==> src/rtl/adc_seq_pkg.sv <==
package adc_seq_pkg;
    typedef enum logic [1:0] {
        PH_IDLE  = 2'd0,
        PH_HOLD  = 2'd1,
        PH_ISSUE = 2'd2,
        PH_WAIT  = 2'd3
    } phase_e;
endpackage

==> src/rtl/adc_trig_sync.sv <==
module adc_trig_sync #(
    parameter int STAGES = 2
) (
    input  logic clk,
    input  logic rst_n,
    input  logic async_in,
    output logic rise
);
    logic [STAGES:0] pipe_d, pipe_q;

    always_comb begin
        pipe_d = {pipe_q[STAGES-1:0], async_in};
    end

    always_ff @(posedge clk or negedge rst_n) begin
        if (!rst_n) pipe_q <= '0;
        else        pipe_q <= pipe_d;
    end

    // edge seen once the synchronized level rises
    assign rise = pipe_q[STAGES-1] & ~pipe_q[STAGES];
endmodule

==> src/rtl/adc_ch_pick.sv <==
module adc_ch_pick #(
    parameter int NCH = 8,
    parameter int CHW = $clog2(NCH)
) (
    input  logic [NCH-1:0] mask,
    input  logic           from_start,
    input  logic [CHW-1:0] after,
    output logic           found,
    output logic [CHW-1:0] idx
);
    // lowest enabled channel, either overall or strictly above 'after'
    always_comb begin
        found = 1'b0;
        idx   = '0;
        for (int i = NCH - 1; i >= 0; i--) begin
            if (mask[i] && (from_start || i > int'(after))) begin
                found = 1'b1;
                idx   = CHW'(i);
            end
        end
    end
endmodule

==> src/rtl/adc_result_bank.sv <==
module adc_result_bank #(
    parameter int NCH = 8,
    parameter int DW  = 12,
    parameter int CHW = $clog2(NCH)
) (
    input  logic              clk,
    input  logic              rst_n,
    input  logic              we,
    input  logic [CHW-1:0]    waddr,
    input  logic [DW-1:0]     wdata,
    output logic [NCH*DW-1:0] rd_all
);
    for (genvar g = 0; g < NCH; g++) begin : g_slot
        logic [DW-1:0] val_d, val_q;
        always_comb begin
            val_d = val_q;
            if (we && waddr == CHW'(g)) val_d = wdata;
        end
        always_ff @(posedge clk or negedge rst_n) begin
            if (!rst_n) val_q <= '0;
            else        val_q <= val_d;
        end
        assign rd_all[g*DW +: DW] = val_q;
    end
endmodule

==> src/rtl/adc_scan_seq.sv <==
module adc_scan_seq
    import adc_seq_pkg::*;
#(
    parameter int NCH = 8,
    parameter int NSH = 3,
    parameter int DW  = 12,
    parameter int CW  = 8
) (
    input  logic              clk,
    input  logic              rst_n,
    input  logic              sw_set,
    input  logic              sw_clr,
    input  logic              sync_trig,
    input  logic              async_trig,
    input  logic [NCH-1:0]    ch_en,
    input  logic [NSH-1:0]    sh_sel,
    input  logic [CW-1:0]     sh_cycles,
    input  logic              irq_en,
    output logic              run,
    output logic              sh_phase,
    output logic [NSH-1:0]    sh_sample,
    output logic              cnv_start,
    output logic [$clog2(NCH)-1:0] cnv_ch,
    output logic              cnv_use_sh,
    input  logic              cnv_done,
    input  logic [DW-1:0]     cnv_data,
    output logic              scan_irq,
    output logic [NCH*DW-1:0] res_all
);
    localparam int CHW = $clog2(NCH);

    typedef struct packed {
        phase_e         ph;
        logic           run;
        logic [CW-1:0]  cnt;
        logic [CHW-1:0] ch;
        logic           irq;
    } seq_t;

    seq_t s_d, s_q;

    logic           async_rise;
    logic           pick_ok;
    logic [CHW-1:0] pick_idx;
    logic           wr_en;
    logic [CW-1:0]  hold_last;
    logic           slot_sh;

    adc_trig_sync #(.STAGES(2)) u_sync (
        .clk      (clk),
        .rst_n    (rst_n),
        .async_in (async_trig),
        .rise     (async_rise)
    );

    adc_ch_pick #(.NCH(NCH), .CHW(CHW)) u_pick (
        .mask       (ch_en),
        .from_start (s_q.ph == PH_HOLD),
        .after      (s_q.ch),
        .found      (pick_ok),
        .idx        (pick_idx)
    );

    adc_result_bank #(.NCH(NCH), .DW(DW), .CHW(CHW)) u_bank (
        .clk    (clk),
        .rst_n  (rst_n),
        .we     (wr_en),
        .waddr  (s_q.ch),
        .wdata  (cnv_data),
        .rd_all (res_all)
    );

    assign hold_last = (sh_cycles == '0) ? '0 : sh_cycles - 1'b1;

    always_comb begin
        slot_sh = 1'b0;
        for (int i = 0; i < NSH; i++) begin
            if (s_q.ch == CHW'(i)) slot_sh = sh_sel[i];
        end
    end

    always_comb begin
        s_d     = s_q;
        s_d.irq = 1'b0;
        wr_en   = 1'b0;

        if (sw_clr)                               s_d.run = 1'b0;
        else if (sw_set || sync_trig || async_rise) s_d.run = 1'b1;

        if (s_q.ph != PH_IDLE && !s_q.run) begin
            s_d.ph = PH_IDLE;
        end else begin
            case (s_q.ph)
                PH_IDLE: begin
                    if (s_q.run && ch_en != '0) begin
                        s_d.ph  = PH_HOLD;
                        s_d.cnt = '0;
                    end
                end
                PH_HOLD: begin
                    if (s_q.cnt >= hold_last) begin
                        if (pick_ok) begin
                            s_d.ph = PH_ISSUE;
                            s_d.ch = pick_idx;
                        end else begin
                            s_d.ph = PH_IDLE;
                        end
                    end else begin
                        s_d.cnt = s_q.cnt + 1'b1;
                    end
                end
                PH_ISSUE: s_d.ph = PH_WAIT;
                PH_WAIT: begin
                    if (cnv_done) begin
                        wr_en = 1'b1;
                        if (pick_ok) begin
                            s_d.ph = PH_ISSUE;
                            s_d.ch = pick_idx;
                        end else begin
                            s_d.ph  = PH_HOLD;
                            s_d.cnt = '0;
                            s_d.irq = irq_en;
                        end
                    end
                end
                default: s_d.ph = PH_IDLE;
            endcase
        end
    end

    always_ff @(posedge clk or negedge rst_n) begin
        if (!rst_n) begin
            s_q.ph  <= PH_IDLE;
            s_q.run <= 1'b0;
            s_q.cnt <= '0;
            s_q.ch  <= '0;
            s_q.irq <= 1'b0;
        end else begin
            s_q <= s_d;
        end
    end

    assign run        = s_q.run;
    assign sh_phase   = (s_q.ph == PH_HOLD);
    assign sh_sample  = sh_phase ? sh_sel : '0;
    assign cnv_start  = (s_q.ph == PH_ISSUE);
    assign cnv_ch     = s_q.ch;
    assign cnv_use_sh = (s_q.ph == PH_ISSUE || s_q.ph == PH_WAIT) && slot_sh;
    assign scan_irq   = s_q.irq;
endmodule

==> config.mk <==
export PLATFORM = sky130hd
export DESIGN_NAME = adc_scan_seq
export DESIGN_NICKNAME = d
export VERILOG_FILES = /design/src/rtl/adc_seq_pkg.sv /design/src/rtl/adc_trig_sync.sv /design/src/rtl/adc_ch_pick.sv /design/src/rtl/adc_result_bank.sv /design/src/rtl/adc_scan_seq.sv
export SDC_FILE = /design/constraint.sdc
export NUM_CORES = 1
export LEC_CHECK = 0
export CAP_MARGIN = 20
export CORE_MARGIN = 1
export CORE_UTILIZATION = 52
export DETAILED_ROUTE_END_ITERATION = 12
export GPL_ROUTABILITY_DRIVEN = 1
export PLACE_DENSITY = 0.86
export SYNTH_ARGS = -nofsm -noshare
export SYNTH_HDL_FRONTEND = slang
export SYNTH_HIERARCHICAL = 1
export SYNTH_SLANG_ARGS = --single-unit
==> constraint.sdc <==
create_clock -name clk -period 4.9 [get_ports clk]
set_input_delay 0.98 -clock clk [delete_from_list [all_inputs] [get_ports clk]]
set_output_delay 0.98 -clock clk [all_outputs]
set_load 0.03 [all_outputs]
## After elaboration in Yosys (flattened, before gate mapping)

Cells that the tools add are included.

| storage, ports and cells | value |
|---|---|
| register bits | 114 |
| latch bits | 0 |
| memory bits (writable) | 0 |
| bits in read-only memories | 0 |
| output and inout port bits | 107 |
| memories kept | 0 |

| cells by class | value |
|---|---|
| add/sub/neg operators | 2 |
| multipliers | 0 |
| div/mod/pow operators | 0 |
| magnitude comparators | 8 |
| eq/ne operators | 18 |
| shift operators | 0 |
| multiplexer cells | 44 |
| bitwise gates (word level) | 3 |
| reductions and logical operators | 41 |

Operator list:

| kind | count |
|---|---|
| 3-bit two-way mux | 11 |
| 8-bit two-way mux | 4 |
| 8-bit case mux with 3 select lines | 1 |
| 1-bit logical AND | 19 |
| 1-bit two-way mux | 19 |
| 3-bit == test (second input constant) | 4 |
| 3-bit greater-than comparator (first input constant) | 4 |
| 12-bit two-way mux | 1 |
| 2-bit two-way mux | 6 |
| 1-bit logical OR | 10 |
| 8-bit by 1-bit adder with 8-bit output (second input constant) | 1 |
| 8-bit >= comparator | 1 |
| 8-bit zero test | 1 |
| 2-bit != test (second input constant) | 4 |
| 2-bit case mux with 4 select lines | 1 |
| 8-bit nonzero test | 1 |
| 8-bit by 1-bit subtractor with 8-bit output (second input constant) | 1 |
| 3-bit by 2-bit == test with 1-bit output (second input constant) | 2 |
| 2-bit by 3-bit greater-than comparator with 1-bit output (first input constant) | 2 |
| 3-bit != test (second input constant) | 2 |
| 3-bit case mux with 2 select lines | 1 |
| 6-bit AND reduction | 1 |
| 2-bit nonzero test | 3 |
| 2-bit == test (second input constant) | 2 |
| other kinds (13) | 14 |

## Logic depth before layout (Yosys ltp)

| logic depth | value |
|---|---|
| depth after elaboration | 15 |
| mapped depth | 12 |
| gate-level depth less buffers | 12 |

## By module

The synthesis kept the hierarchy.

By module, submodules not included:

| module | times used | cells each | area each (um^2) |
|---|---|---|---|
| adc_result_bank | 1 | 208 | 3659.8 |
| adc_scan_seq | 1 | 138 | 1233.7 |
| adc_ch_pick | 1 | 38 | 281.5 |
| adc_trig_sync | 1 | 4 | 88.8 |

## Worst setup path before layout

OpenSTA, ideal clock, no wires.

| timing path | value |
|---|---|
| path type | input -> register |
| from | input sh_cycles[0] |
| to | register s_q[9] in the netlist's numbering |
| library setup time | 0.069 ns |
| arrival time | 3.556 ns |
| data required time | 4.831 ns |
| slack | 1.274 ns |
| cell stages on the path | 12 |
| buffers on the path | 0 |
| cells stage by stage | inv_1 ha_1 nor2b_1 nand3b_1 or3_1 and2_1 ha_1 nand2b_4 a2111oi_4 o31ai_2 or4_1 nand3_1 |

| on the way | value |
|---|---|
| longest elaborated chain between the ends | 5 |

Ends and longest elaborated chain:

| element | line | RTL |
|---|---|---|
| from (decl) | adc_scan_seq.sv:17 | `input logic [CW-1:0] sh_cycles,` |
| 8-bit by 1-bit subtractor with 8-bit output / 8-bit zero test (equally long branches) | adc_scan_seq.sv:73 | `assign hold_last = (sh_cycles == '0) ? '0 : sh_cycles - 1'b1;` |
| 8-bit two-way mux * | adc_scan_seq.sv:73 |  |
| 8-bit >= comparator * | adc_scan_seq.sv:101 | `if (s_q.cnt >= hold_last) begin` |
| 2-bit != test (no source line) * | -- |  |
| 6-bit AND reduction (no source line) * | -- |  |
| to (decl) | adc_scan_seq.sv:40 | `seq_t s_d, s_q;` |

Every way passes the cells marked *; elsewhere a longest branch is shown, timed or not.
A chain may end at the register's enable or synchronous reset.

## Worst setup path after layout

Same ends and word-level chain as after synthesis.

==> results.md <==
Clocking:
- The number of hold buffers added after cts is 0.
- After clock tree synthesis, the clock-pin slew on the worst setup and hold paths is 0.05 ns.
- The tree is rooted in a sky130_fd_sc_hd__clkbuf_8.
- The number of setup buffers added after CTS is 0.
- In this run, CTS created clock tree buffers numbering 17.
- The clock passes through at most 2 buffers.
- The H-tree was split into 4 levels.
- The number of sinks handled by clock tree synthesis is 114.
- The clock tree from TritonCTS is built.
- The latest clock arrival within the worst-skew pair is 0.51 ns.
- The number of resized instances in the post-cts repair step is 0.

Floorplan:
- The die is 103 microns wide.
- The number of top-level pins is 146.
- The initial core utilization is 53.9%.
- The die covers 10500 sq um.
- The total area inside the core boundary comes to 9770 sq um.
- The vertical die dimension is 103 microns.
- In this run the core area contains 36 standard-cell rows.

Timing:
- The number of pins with negative max-slew slack in the final report is 0.
- The slew at the pin closest to its max-slew limit is 1.04 ns.
- Summed over all failing endpoints, the final setup total negative slack is 0 ns.
- The minimum period implied by the final worst setup slack is 3.85 ns.
- The number of setup violations in the final report is 0.
- The headroom to the max-slew limit is 30.5%.
- The maximum frequency from static timing analysis is 0.259 GHz.
- Setup repair after global routing left no endpoint under its margin.
- The number of hold violations in the final report is 0.
- The clock skew after layout is 0.00415 ns.
- The worst path uses 78.6% of the clock period.

Place:
- The post-DP HPWL is 8.65 mm.
- The final weighted congestion in routability-driven placement is 0.805.
- The port buffer count is 145.

Min path:
- The worst hold path belongs to the class flop to flop.
- The instance count along the most critical hold path is 0.
- The launch instance of the worst min-delay path is u_sync/pipe_q[0]$_DFF_PN0_.
- The endpoint of the worst hold-timing path is u_sync/pipe_q[1]$_DFF_PN0_.

Worst setup path:
- The setup path with the least slack is of type input port to flop.
- The source of the worst register-to-register timing path is s_q[14]$_DFFE_PN0P_.
- Among the stages of the critical path, the cell type that occurs most often is sky130_fd_sc_hd__ha_1.
- Traced cell by cell, the critical path runs through clkdlybuf4s50_1 -> inv_1 -> ha_1 -> nor2b_1 -> nand3b_1 -> or3_1 -> and2_1 -> ha_1 -> nand2b_4 -> a2111oi_4 -> o31ai_2 -> or4_1 -> nand3_1.
- For the worst setup path, the data required time is 5.35 ns.
- For this run, the slowest stage of the critical path takes 0.54 ns.
- The logic depth of the worst path, buffers included is 13.
- The endpoint class of the critical path is a flop.
- For this design, the slowest cell found on the critical path is sky130_fd_sc_hd__or4_1.
- The number of buffers and inverters on the critical path is 2.
- The critical path arrival is 4.30 ns.
- The number of cells on the worst reg-to-reg path is 9.
- In this run the worst path has a maximum fanout of 9.
- The startpoint kind of the worst setup timing path is an input port.
- The cell family contributing the most delay on the critical path is simple AND/OR/NAND/NOR gates.
- The slack of the worst reg-to-reg path is 1.96 ns.
- The worst register-to-register path ends at s_q[5]$_DFFE_PN0P_.

Synthesis:
- The post-synthesis sequential area ratio is 54.2%.
- The post-synthesis cell count is 388.
- The top-area cell type share of the netlist area is 54.2%.
- The synthesized cell area is 5260 sq um.
- The synthesis-stage register bit count is 114.
- The largest area contributor in the synthesized netlist is sky130_fd_sc_hd__dfrtp_1.
- The number of nets in the synthesized netlist is 437.
- The distinct cell type count after synthesis is 54.
- Sorting the synthesized cells by area gives the leading types as sky130_fd_sc_hd__dfrtp_1 (54%), sky130_fd_sc_hd__mux2_2 (21%), sky130_fd_sc_hd__ha_1 (2.4%).
- The post-synthesis area per instance is 13.6 sq um.
- The count of synthesis-stage warnings from yosys is 6.

Drt:
- After the first detailed-routing iteration, the DRC count stood at 161.
- The number of vias in the routed layout is 3783.
- For this block, the routed nets add up to 13.4 mm of wire.
- After detailed routing, the number of vias per cell comes to 5.53.
- The total DRC errors in the routed layout is 0.
- The final antenna-violating net count is 0.
- The number of search-and-repair iterations in the first detailed-routing pass is 4.
- The final routed wire length divided by cell count is 19.6 microns.

Global routing:
- The pin count of the biggest net entering global routing is 78.
- The number of global-route vias before repair is 4037.
- For this run the aggregate overflow at the end of global routing stands at 0.
- The total global-route track usage is 26.9%.
- The first global-routing pass estimated 20.7 mm of wire.
- The number of antenna violations at the first check in global routing was 0.

Final layout:
- The final layout contains 587 nets.
- In the final layout, the share of cells above drive strength 1 is 26.7%.
- The number of antenna diodes in the final layout is 0.
- Compared with the post-synthesis result, the final layout area differs by 39.0%.

Power:
- The leakage power of the design is 3.47 nW.
- The total power draw is 0.00265 W.
- The maximum vdd ir drop is 0.346 mV.
- The power density over the cells is 362 nW/um^2.

Outcome:
- The run finished with clean final reports.

Job:
- Across the run, the number of max-cap violations was 0.
-- metrics by stage --
step                      cells  hold slack (ns)  setup WS [ns]  cell area, sq um  utilization (%)
after floorplan             388            0.331           1.27              5260                -
after global placement      652            0.334          0.656              6760             69.1
after detailed placement    652            0.342          0.557              6760             69.1
after CTS                   684            0.353           1.05              7320             74.9
after global routing        684            0.369          0.735              7320             74.9
final                       684            0.349           1.05              7320             74.9
-- Yosys cell counts (all sizes together) --
library cell / instances
a2111oi: 1
a211o: 5
a21oi: 13
a22oi: 1
and2: 5
and2b: 2
and3: 5
and3b: 2
and4bb: 3
buf: 16
dfrtp: 114
ha: 10
inv: 7
mux2: 99
mux2i: 4
nand2: 22
nand2b: 5
nand3: 4
nand3b: 3
nand4: 3
nand4b: 3
nor2: 8
nor2b: 9
nor3: 4
nor3b: 2
nor4: 5
nor4b: 4
o2111a: 1
o211a: 2
o211ai: 2
o21a: 2
o21ai: 8
o22a: 3
o22ai: 2
o31a: 1
o31ai: 3
or3: 1
or4: 1
xnor2: 1
xor2: 2
-- final cells by class --
| class | count | area, sq um |
|---|---|---|
| fill | 635 | 2460 |
| clock inverter | 4 | 45.0 |
| inverter | 7 | 26.3 |
| multi-input combinational | 251 | 2250 |
| clock buffer | 28 | 515 |
| sequential | 114 | 2850 |
| tap | 133 | 166 |
| timing repair buffer | 147 | 1460 |
-- layer usage --
layer	global-route usage, %	up-vias	wire, microns
met5	0	-	0
met4	8.35	0	180
met3	12.8	21	1270
met2	45.1	147	6690
met1	30.4	1902	5260
li1	-	1713	-
-- how the worst max path moves through the flow --
stage               slack [ns]    startpoint                    end
floorplan                 1.27  sh_cycles[0]     s_q[9]$_DFFE_PN0P_
global placement          0.66  sh_cycles[0]  cnv_ch[0]$_DFFE_PN0P_
detailed placement        0.56  sh_cycles[0]  cnv_ch[1]$_DFFE_PN0P_
CTS                       1.05  sh_cycles[0]  cnv_ch[1]$_DFFE_PN0P_
global route              0.74  sh_cycles[0]  cnv_ch[1]$_DFFE_PN0P_
finish                    1.05  sh_cycles[0]     s_q[9]$_DFFE_PN0P_
-- cell families after synthesis --
group / Yosys count / synth area share, %
muxes: 103 / 21.9
buffers and inverters: 23 / 3.09
AOI/OAI and AO/OA: 44 / 6.47
DFF: 114 / 54.2
and+or+nand+nor: 91 / 11.4
xor gates and xnor gates: 3 / 0.499
adders and majority gates: 10 / 2.38
-- sequential cells by signal, indices dropped and copies added (netlist names) --
name / count
run: 1
s_q: 10
scan_irq: 1
u_sync/pipe_q: 3
cnv_ch: 3
u_bank/g_slot.val_q: 96
-- power by group --
part	internal [W]	switching (W)	total, W
clock	0.000751	0.000397	0.00115
combinational	0.000206	0.000217	0.000423
sequential	0.000983	0.0000925	0.00108
-- cells in the final DEF (no fill, tap or decap), types with 3 or more instances in the layout --
cell	Yosys	layout
sky130_fd_sc_hd__clkdlybuf4s50_1	0	144
sky130_fd_sc_hd__dfrtp_1	114	114
sky130_fd_sc_hd__mux2_2	99	99
sky130_fd_sc_hd__nand2_1	22	22
sky130_fd_sc_hd__clkbuf_16	0	16
sky130_fd_sc_hd__a21oi_1	12	12
sky130_fd_sc_hd__ha_1	10	10
sky130_fd_sc_hd__nor2b_1	8	8
sky130_fd_sc_hd__nor2_1	8	8
sky130_fd_sc_hd__o21ai_0	7	7
sky130_fd_sc_hd__inv_1	7	7
sky130_fd_sc_hd__clkbuf_8	0	7
sky130_fd_sc_hd__and2_1	5	5
sky130_fd_sc_hd__nor4_1	5	5
sky130_fd_sc_hd__a211o_1	5	5
sky130_fd_sc_hd__clkbuf_1	0	5
sky130_fd_sc_hd__nor3_1	4	4
sky130_fd_sc_hd__mux2i_1	4	4
sky130_fd_sc_hd__nand3_1	4	4
sky130_fd_sc_hd__and3_1	4	4
sky130_fd_sc_hd__nand4_1	3	3
sky130_fd_sc_hd__nor4b_1	3	3
sky130_fd_sc_hd__clkinv_2	0	3
sky130_fd_sc_hd__buf_4	10	3
sky130_fd_sc_hd__and4bb_4	3	3
sky130_fd_sc_hd__nand4b_1	3	3
(Power assumes the default switching activity.)
